===== src/rtl/kbscan_pkg.sv =====
package kbscan_pkg;
  typedef enum logic [2:0] {
    SC_IDLE,
    SC_PRECHG,
    SC_STROBE,
    SC_PARK,
    SC_WALK
  } scan_state_e;
endpackage


===== src/rtl/kbscan_tick.sv =====
module kbscan_tick #(
  parameter int unsigned LIMIT = 1000
) (
  input  logic clk,
  input  logic rst_n,
  input  logic enable,
  output logic tick
);
  localparam int unsigned W = (LIMIT > 2) ? $clog2(LIMIT) : 1;
  localparam logic [W-1:0] LAST = W'(LIMIT - 1);

  logic [W-1:0] cnt;

  always_ff @(posedge clk or negedge rst_n) begin
    if (!rst_n) begin
      cnt <= '0;
    end else if (!enable) begin
      cnt <= '0;
    end else if (cnt == LAST) begin
      cnt <= '0;
    end else begin
      cnt <= cnt + 1'b1;
    end
  end

  assign tick = enable && (cnt == LAST);

  // disabling clears the interval so no expiry is pending
  p_cnt_clear_r9: assert property (@(posedge clk) disable iff (!rst_n)
    !enable |=> (cnt == '0) && !tick);
endmodule


===== src/rtl/kbscan_sync.sv =====
module kbscan_sync #(
  parameter int unsigned WIDTH  = 7,
  parameter int unsigned STAGES = 2
) (
  input  logic             clk,
  input  logic             rst_n,
  input  logic [WIDTH-1:0] din,
  output logic [WIDTH-1:0] dout
);
  logic [STAGES-1:0][WIDTH-1:0] pipe;

  generate
    if (STAGES == 1) begin : g_single
      always_ff @(posedge clk or negedge rst_n) begin
        if (!rst_n) pipe <= '0;
        else        pipe <= din;
      end
    end else begin : g_chain
      always_ff @(posedge clk or negedge rst_n) begin
        if (!rst_n) pipe <= '0;
        else        pipe <= {pipe[STAGES-2:0], din};
      end
    end
  endgenerate

  assign dout = pipe[STAGES-1];
endmodule


===== src/rtl/kbscan_seq.sv =====
module kbscan_seq
  import kbscan_pkg::*;
#(
  parameter int unsigned NCOL       = 12,
  parameter int unsigned SETTLE_CYC = 20,
  localparam int unsigned COL_W     = $clog2(NCOL)
) (
  input  logic             clk,
  input  logic             rst_n,
  input  logic             enable,
  input  logic             tick,
  input  logic             walk_done,
  output logic [NCOL-1:0]  col_sel,
  output logic             charge,
  output logic             sample_en,
  output logic [COL_W-1:0] sample_col,
  output logic             walk_active
);
  localparam int unsigned CW = (SETTLE_CYC > 2) ? $clog2(SETTLE_CYC) : 1;
  localparam logic [CW-1:0]    SETTLE_LAST = CW'(SETTLE_CYC - 1);
  localparam logic [COL_W-1:0] COL_LAST    = COL_W'(NCOL - 1);

  scan_state_e      state;
  logic [CW-1:0]    cnt;
  logic [COL_W-1:0] col;
  logic             settled;

  assign settled = (cnt == SETTLE_LAST);

  always_ff @(posedge clk or negedge rst_n) begin
    if (!rst_n) begin
      state <= SC_IDLE;
      cnt   <= '0;
      col   <= '0;
    end else begin
      case (state)
        SC_IDLE: begin
          if (tick && enable) begin
            state <= SC_PRECHG;
            cnt   <= '0;
            col   <= '0;
          end
        end
        SC_PRECHG: begin
          if (settled) begin
            state <= SC_STROBE;
            cnt   <= '0;
          end else begin
            cnt <= cnt + 1'b1;
          end
        end
        SC_STROBE: begin
          if (settled) begin
            cnt <= '0;
            if (col == COL_LAST) begin
              state <= SC_PARK;
            end else begin
              col   <= col + 1'b1;
              state <= SC_PRECHG;
            end
          end else begin
            cnt <= cnt + 1'b1;
          end
        end
        SC_PARK: begin
          if (settled) begin
            cnt   <= '0;
            state <= SC_WALK;
          end else begin
            cnt <= cnt + 1'b1;
          end
        end
        SC_WALK: begin
          if (walk_done) state <= SC_IDLE;
        end
        default: state <= SC_IDLE;
      endcase
    end
  end

  generate
    for (genvar g = 0; g < NCOL; g++) begin : g_coldrv
      assign col_sel[g] = (state == SC_STROBE) && (col == COL_W'(g));
    end
  endgenerate

  assign charge      = (state == SC_PRECHG) || (state == SC_PARK);
  assign sample_en   = (state == SC_STROBE) && settled;
  assign sample_col  = col;
  assign walk_active = (state == SC_WALK);

  // never two columns driven
  p_onehot_r2: assert property (@(posedge clk) disable iff (!rst_n)
    $onehot0(col_sel));
  // precharge only with all columns released
  p_charge_released_r3: assert property (@(posedge clk) disable iff (!rst_n)
    charge |-> (col_sel == '0));
  // timed phases end only when the settle count completes
  p_settle_r3: assert property (@(posedge clk) disable iff (!rst_n)
    ((state != SC_IDLE) && (state != SC_WALK) && !settled) |=> (state == $past(state)));
  // the last column is followed by a released, precharged matrix
  p_park_r4: assert property (@(posedge clk) disable iff (!rst_n)
    (sample_en && (col == COL_LAST)) |=> (charge && (col_sel == '0)));
  // no scan starts while disabled
  p_no_scan_off_r9: assert property (@(posedge clk) disable iff (!rst_n)
    ((state == SC_IDLE) && !enable) |=> (state == SC_IDLE));
endmodule


===== src/rtl/kbscan_delta.sv =====
module kbscan_delta #(
  parameter int unsigned NCOL      = 12,
  parameter int unsigned NROW      = 7,
  localparam int unsigned COL_W    = $clog2(NCOL),
  localparam int unsigned KEYS     = NCOL * NROW,
  localparam int unsigned IDX_W    = $clog2(KEYS)
) (
  input  logic             clk,
  input  logic             rst_n,
  input  logic             sample_en,
  input  logic [COL_W-1:0] sample_col,
  input  logic [NROW-1:0]  rows,
  input  logic             walk_active,
  input  logic             ev_ready,
  output logic             ev_valid,
  output logic [IDX_W-1:0] ev_index,
  output logic             ev_pressed,
  output logic             walk_done
);
  localparam logic [IDX_W-1:0] IDX_LAST = IDX_W'(KEYS - 1);

  logic [KEYS-1:0]  snap_new;
  logic [KEYS-1:0]  snap_old;
  logic [IDX_W-1:0] idx;
  logic             differs;
  logic             advance;

  assign differs   = snap_new[idx] ^ snap_old[idx];
  assign ev_valid  = walk_active && differs;
  assign advance   = walk_active && (!differs || ev_ready);
  assign walk_done = advance && (idx == IDX_LAST);
  assign ev_index  = idx;
  assign ev_pressed = snap_new[idx];

  always_ff @(posedge clk or negedge rst_n) begin
    if (!rst_n) begin
      snap_new <= '0;
      snap_old <= '0;
    end else begin
      if (sample_en) begin
        snap_new[int'(sample_col) * NROW +: NROW] <= rows;
      end
      if (advance && differs) begin
        snap_old[idx] <= snap_new[idx];
      end
    end
  end

  always_ff @(posedge clk or negedge rst_n) begin
    if (!rst_n) begin
      idx <= '0;
    end else if (!walk_active) begin
      idx <= '0;
    end else if (advance) begin
      idx <= (idx == IDX_LAST) ? '0 : idx + 1'b1;
    end
  end

  // an offered event is held until accepted
  p_hold_r7: assert property (@(posedge clk) disable iff (!rst_n)
    (ev_valid && !ev_ready) |=> (ev_valid && $stable(ev_index) && $stable(ev_pressed)));
  // an accepted event becomes the stored state of that key
  p_update_r6: assert property (@(posedge clk) disable iff (!rst_n)
    (ev_valid && ev_ready) |=> (snap_old[$past(ev_index)] == $past(ev_pressed)));
endmodule


===== src/rtl/kbscan_top.sv =====
module kbscan_top #(
  parameter int unsigned CLK_HZ      = 125_000_000,
  parameter int unsigned SETTLE_NS   = 20_000,
  parameter int unsigned INTERVAL_US = 50_000,
  parameter int unsigned NCOL        = 12,
  parameter int unsigned NROW        = 7,
  parameter int unsigned SYNC_STAGES = 2,
  localparam int unsigned KEYS       = NCOL * NROW,
  localparam int unsigned IDX_W      = $clog2(KEYS)
) (
  input  logic             clk,
  input  logic             rst_n,
  input  logic             enable,
  output logic [7:0]       col_lo,
  output logic [NCOL-9:0]  col_hi,
  output logic             charge,
  input  logic [NROW-1:0]  rows_in,
  output logic             ev_valid,
  input  logic             ev_ready,
  output logic [IDX_W-1:0] ev_index,
  output logic             ev_pressed
);
  localparam int unsigned CYC_PER_US   = CLK_HZ / 1_000_000;
  localparam int unsigned SETTLE_CYC   = CYC_PER_US * SETTLE_NS / 1000;
  localparam int unsigned INTERVAL_CYC = CYC_PER_US * INTERVAL_US;
  localparam int unsigned COL_W        = $clog2(NCOL);

  logic             tick;
  logic             walk_done;
  logic             walk_active;
  logic             sample_en;
  logic [COL_W-1:0] sample_col;
  logic [NCOL-1:0]  col_sel;
  logic [NROW-1:0]  rows_s;

  kbscan_tick #(.LIMIT(INTERVAL_CYC)) u_tick (
    .clk    (clk),
    .rst_n  (rst_n),
    .enable (enable),
    .tick   (tick)
  );

  kbscan_sync #(.WIDTH(NROW), .STAGES(SYNC_STAGES)) u_sync (
    .clk   (clk),
    .rst_n (rst_n),
    .din   (rows_in),
    .dout  (rows_s)
  );

  kbscan_seq #(.NCOL(NCOL), .SETTLE_CYC(SETTLE_CYC)) u_seq (
    .clk         (clk),
    .rst_n       (rst_n),
    .enable      (enable),
    .tick        (tick),
    .walk_done   (walk_done),
    .col_sel     (col_sel),
    .charge      (charge),
    .sample_en   (sample_en),
    .sample_col  (sample_col),
    .walk_active (walk_active)
  );

  kbscan_delta #(.NCOL(NCOL), .NROW(NROW)) u_delta (
    .clk         (clk),
    .rst_n       (rst_n),
    .sample_en   (sample_en),
    .sample_col  (sample_col),
    .rows        (rows_s),
    .walk_active (walk_active),
    .ev_ready    (ev_ready),
    .ev_valid    (ev_valid),
    .ev_index    (ev_index),
    .ev_pressed  (ev_pressed),
    .walk_done   (walk_done)
  );

  assign col_lo = col_sel[7:0];
  assign col_hi = col_sel[NCOL-1:8];

  initial begin
    a_settle_vs_sync_r3: assert (SETTLE_CYC > SYNC_STAGES + 1);
  end
endmodule


===== config.mk =====
export PLATFORM = sky130hd
export DESIGN_NAME = kbscan_top
export DESIGN_NICKNAME = d
export VERILOG_FILES = /design/src/rtl/kbscan_pkg.sv /design/src/rtl/kbscan_tick.sv /design/src/rtl/kbscan_sync.sv /design/src/rtl/kbscan_seq.sv /design/src/rtl/kbscan_delta.sv /design/src/rtl/kbscan_top.sv
export SDC_FILE = /design/constraint.sdc
export NUM_CORES = 1
export LEC_CHECK = 0
export BUFFER_PORTS_ARGS = -buffer_cell sky130_fd_sc_hd__buf_2
export CORE_ASPECT_RATIO = 0.7
export CORE_MARGIN = 4
export CORE_UTILIZATION = 30
export CTS_CLUSTER_DIAMETER = 50
export DETAILED_ROUTE_END_ITERATION = 16
export SLEW_MARGIN = 20
export SYNTH_ARGS = -nofsm -noshare
export SYNTH_HDL_FRONTEND = slang
export SYNTH_SLANG_ARGS = --single-unit

===== constraint.sdc =====
create_clock -name clk -period 8 [get_ports clk]
set_input_delay 0.4 -clock clk [delete_from_list [all_inputs] [get_ports clk]]
set_output_delay 0.4 -clock clk [all_outputs]
set_load 0.05 [all_outputs]

* Word level (Yosys, flattened, before mapping) *
Index checks and enable logic that the tools add are counted.

cells by class
  add/subtract/negate cells = 5
  multiplexer cells = 27
  bitwise logic cells = 1
  div/mod/pow operators = 0
  shift-type cells = 2
  multipliers = 1
  equal/unequal tests = 25
  order comparisons = 2
  reduce and logical (&&, ||, !) cells = 31

operators with widths
  operator                                                                      number
  84-bit bitwise mux                                                            2
  7-bit by 34-bit variable shift with 84-bit output, first input constant       1
  7-bit by 34-bit indexed part select with 84-bit output                        1
  23-bit 2-to-1 mux                                                             2
  7-bit negator with 34-bit output                                              1
  12-bit 2-to-1 mux                                                             2
  12-bit one-hot mux with 2 select lines                                        1
  23-bit by 1-bit adder with 23-bit output, second input constant               1
  23-bit == test, second input constant                                         1
  7-bit 2-to-1 mux                                                              3
  1-bit logical AND                                                             20
  4-bit by 3-bit == test with 1-bit output, second input constant               4
  4-bit == test, second input constant                                          4
  3-bit 2-to-1 mux                                                              5
  3-bit one-hot mux with 5 select lines                                         1
  1-bit binary-select mux with 7-bit select                                     2
  12-bit by 1-bit adder with 12-bit output, second input constant               1
  12-bit == test, second input constant                                         1
  4-bit 2-to-1 mux                                                              3
  4-bit by 2-bit == test with 1-bit output, second input constant               2
  7-bit by 8-bit less-than comparator with 1-bit output, second input constant  1
  2-bit by 1-bit inequality test with 1-bit output, second input constant       4
  4-bit one-hot mux with 2 select lines                                         1
  7-bit by 1-bit adder with 7-bit output, second input constant                 1
  22 further kinds                                                              29

storage, ports and cells
  bits in writable memories = 0
  bits in registers = 231
  latch bits = 0
  output and inout port bits = 22
  memories kept = 0
  memory bits (read-only) = 0
  input bits = 11
  logic and storage cells = 103

* Depth between registers and ports, before layout *
  word-level depth = 9
  depth in mapped cells = 14
  mapped depth without buffers = 8

* Cells and area by module *
Synthesis repeated with hierarchy kept, for this count alone.

unflattened totals
  cell total of the unflattened synthesis = 1236
  area total of the unflattened synthesis = 12593.3 um^2

modules (own cells, without submodules)
  module        instances  cells an instance  area an instance (um^2)  sequential area each (um^2)
  kbscan_delta  1          941                9593.0                   4379.2
  kbscan_seq    1          145                1348.8                   475.5
  kbscan_tick   1          129                1248.7                   575.6
  kbscan_sync   1          21                 402.9                    350.3

* Worst setup path before layout *
OpenSTA, ideal clock, no wires.

  path kind = register to output
  start = register u_delta.idx[2] (netlist: u_delta.ev_index[2])
  end = output ev_valid
  path slack = 3.961 ns
  stages on the path, launching flop included = 10
  required time = 7.600 ns
  arrival = 3.639 ns
  path buffers = 2
  cells stage by stage = dfrtp_1 -> buf_2 -> buf_1 -> mux2i_1 -> o31ai_1 -> o41ai_1 -> o221ai_1 -> a222oi_1 -> xor2_2 -> nor2_1

between the ends
  word-level cells in the longest chain between the ends = 4
  elaborated cells on any way between the ends = 6
  those cells by class = mux: 4; bitwise: 1; reduce/logical: 1

RTL lines
  element                                    line                RTL
  start, declared                            kbscan_delta.sv:24  logic [IDX_W-1:0] idx;
  start signal, assigned                     kbscan_delta.sv:55  idx <= (idx == IDX_LAST) ? '0 : idx + 1'b1;
  1-bit binary-select mux with 7-bit select  kbscan_delta.sv:28  assign differs = snap_new[idx] ^ snap_old[idx];
  1-bit 2-to-1 mux (implied by the code)     kbscan_delta.sv:28
  1-bit XOR *                                kbscan_delta.sv:28
  1-bit logical AND *                        kbscan_delta.sv:29  assign ev_valid = walk_active && differs;
  end, declared                              kbscan_top.sv:18    output logic ev_valid,

Mark *: on every way between the ends. The rest lies on a longest branch, timed or not. The select of a mux whose other input is x is not followed.

* Worst setup path after layout *
  start = register u_delta.idx[0] (netlist: u_delta.ev_index[0])
  end = output ev_valid

The elaborated chain is that of the path after synthesis.

==> out/qor.txt <==
First-pass GRT wire length: 54800 microns
Delay-heaviest family, CP: buffers and inverters
Wire per inst: 19.6 microns
# rows: 59
Post-synth EDFFs: 0
Via-to-Cell Ratio: 5.69
Avg Inst Size Synth: 9.59 sq um
Width of the die: 243 microns
Worst Skew: 26.5 ps
Syn_nets: 1229
Worst Path Required: 7600 ps
Nets: 1244
VDD IR max: 0.175 mV
Outcome: complete, no violations
Synth Register Bits: 231
Pin count of the biggest net entering global routing: 111
Max Transition Viols Final: 0
WS Path Type: register to primary output
Number of global-route vias before repair: 9448
DRC violations left: 0
Sequential fraction of the synthesis area: 49.8%
Slew HR: 27.1%
Starting Density: 30.8%
Crit Path Max Fanout: 86
# setup viols final: 0
Critical path arrival: 4940 ps
Crit. End Element: primary output
Remaining global-route overflow: 0
CTS tree: built
Setup TNS: 0 ps
Antenna Violating Nets Remaining: 0
Final period utilization: 66.7%
Simple-gate share of the synthesized area: 15.4%
GRT Overall Usage: 15.9%
Cell count after synthesis: 1210
Die area: 41900 sq um
Clk root buf: clkbuf_16
Synthesis Warnings: 0
Final Util: 35.4%
Final hold slack: 113 ps
Max-Cap Viols: 0
Compound-Gate Fraction of Synth Area: 20.2%
Worst slew pin tran: 1090 ps
Htree depth: 1
Dpl hpwl: 22200 microns
Ports: 33
Die span in y: 173 microns
Layout cells sized above 1: 13.6%
Achievable Freq: 0.187 GHz
Synth area leaders: dfrtp_1, o21ai_0, nand2_1, mux4_2, a21oi_1
Hold Crit Class: input pin to register
Final wirelength: 34100 microns
# Post-CTS Setup Buffers: 0
DR vias: 9867
Final Hold Fails: 0
Clock Path Buffers: 3
I/O Buffers: 32
Post-synthesis adder-cell area fraction: 0.863%
Synth Flop Type: dfrtp_1
Crit path cell chain: buf_4, nor2b_1, a22oi_1, a31oi_1, a31oi_1, a222oi_1, buf_4, xor2_2, nor2_1, buf_2
Synth Area in XOR/XNOR: 1.95%
Slowest cell on crit path: dfrtp_2
Top cell type's share of synthesized area: 49.8%
RSZ-0062 raised after global routing: false
Yosys cell types: 66
PD cells: 194 nW/um^2
Leak pwr: 0.00541 uW
Clk_lat worst skew: 560 ps
Post_cts resized: 0
Clock sinks: 231
Antenna Cells: 0
Initial antenna violation count: 0
Iter 0 DRT Violations: 1300
Post-CTS Hold Buffers: 8
Dominant cell type by area after synthesis: dfrtp_1
Final GP Congestion: 0.907
Final instance area: 13300 sq um
DR pass1 iterations: 6
Fin crit period: 5340 ps
Worst-path clk slew: 60 ps
Placed inst area: 12200 sq um
Mapped Area: 11600 sq um
CTS Buf Count: 28
Core box area: 37600 sq um
Largest family of logic cells by synthesized area: compound AO/OA/AOI/OAI gates
Post-synthesis mux area share: 8.79%
Worst Path Buf+Inv: 3
Synth async-reset ratio: 100%
Area delta synth->final: 14.9%
Startpoint types: register
Crit path largest cell delay: 840 ps
==> area by class of cell <==
class / count / area, sq um
flip-flops and latches: 231 / 5780
clock buffers: 39 / 832
well taps: 488 / 611
multi-input cells: 895 / 5510
inverters: 14 / 52.6
fillers: 3817 / 24300
clock inverters: 12 / 181
repair buffers: 55 / 363
==> synthesized netlist by cell type, types with 4 or more instances <==
| cell type | instances |
|---|---|
| nand3_1 | 36 |
| mux4_2 | 25 |
| a22oi_1 | 4 |
| mux2i_1 | 13 |
| or3_1 | 5 |
| nand4_1 | 14 |
| o31ai_1 | 6 |
| ha_1 | 8 |
| clkbuf_1 | 52 |
| nand2b_1 | 7 |
| inv_1 | 12 |
| buf_2 | 10 |
| o221ai_2 | 4 |
| nor2b_1 | 7 |
| a21oi_1 | 86 |
| nand3b_1 | 6 |
| nor4_1 | 4 |
| a31oi_1 | 12 |
| o21ai_0 | 259 |
| xnor2_1 | 13 |
| xor2_1 | 11 |
| and2_1 | 5 |
| nor2_1 | 64 |
| mux2_2 | 28 |
| and3_1 | 29 |
| nand2_1 | 153 |
| a221oi_1 | 16 |
| buf_4 | 4 |
| dfrtp_1 | 231 |
| nor3_1 | 29 |
==> per-stage QoR <==
| stage | setup WS, ps | instances | power [uW] |
|---|---|---|---|
| 2_1_floorplan | 3960 | 1210 | 1200 |
| 3_3_place_gp | 3410 | 1675 | 1240 |
| 3_5_place_dp | 3330 | 1675 | 1240 |
| 4_1_cts | 2720 | 1734 | 2610 |
| 5_1_grt | 2340 | 1734 | 2670 |
| 6_report | 2660 | 1734 | 2580 |
==> flip-flops by register name (all words and copies together) (netlist names) <==
register,flops
u_tick.cnt,23
u_delta.snap_new,84
u_delta.ev_index,7
u_seq.state,3
u_sync.pipe,7
u_seq.sample_col,4
u_delta.snap_old,84
u_sync.dout,7
u_seq.cnt,12
==> placed cells by master (no fill, tap or decap), types with 4 or more instances in the layout <==
cell type	instances
a21oi_1	86
a221oi_1	16
a22oi_1	4
a31oi_1	12
and2_1	5
and3_1	29
buf_2	31
buf_4	15
bufinv_16	4
clkbuf_16	28
clkbuf_8	9
clkinv_2	4
dfrtp_1	229
dlygate4sd3_1	8
ha_1	8
inv_1	12
mux2_2	28
mux2i_1	13
mux4_2	25
nand2_1	153
nand2b_1	7
nand3_1	36
nand3b_1	6
nand4_1	14
nor2_1	64
nor2b_1	7
nor3_1	26
nor3_2	4
o21ai_0	259
o221ai_2	4
o31ai_1	6
or3_1	5
xnor2_1	13
xor2_1	11
==> worst reg2reg max path, cell delays in order, from the launching register on <==
cell and delay [ps]:
dfrtp_2 840, buf_4 490, nor2b_1 570, a22oi_1 210
a31oi_1 230, a31oi_1 140, a222oi_1 350, buf_4 700
xor2_2 360, or3_1 530, o221ai_2 220
==> report_power, final <==
group / switching [uW] / internal (uW)
registers: 8.33 / 1170
clock network: 509 / 854
logic: 28.7 / 7.08
total: 546 / 2030
==> final timing paths <==
kind / end / depth (start not counted) / start / slack [ps]
setup / recovery: ev_valid / 10 / u_delta.ev_index[0]$_DFFE_PN0P_ / 2660
hold / removal: u_tick.cnt[2]$_DFF_PN0_ / 3 / enable / 110
setup reg to reg: u_delta.ev_index[6]$_DFFE_PN0P_ / 10 / u_delta.ev_index[0]$_DFFE_PN0P_ / 3280
hold reg to reg: u_sync.dout[1]$_DFF_PN0_ / 0 / u_sync.pipe[1]$_DFF_PN0_ / 350
max in group asynchronous: u_delta.ev_index[1]$_DFFE_PN0P_ / 3 / rst_n / 6070
min in group asynchronous: u_seq.cnt[8]$_DFFE_PN0P_ / 2 / rst_n / 490
==> metal layers <==
layer / track usage [%] / wire length [microns]
met5: 0 / 0
met4: 4.73 / 868
met3: 2.94 / 2820
met2: 22.9 / 14500
met1: 24.2 / 15800
==> cell families (layout without fill, tap and decap cells) <==
group                      count (synthesis)  after routing
buffers and inverters                     84            120
and+or+nand+nor                          378            378
adders and majority gates                  8              8
muxes                                     67             67
xor gates and xnor gates                  25             25
AOI/OAI and AO/OA                        417            417
DFF                                      231            231
Power figures use the tool's default switching activity.
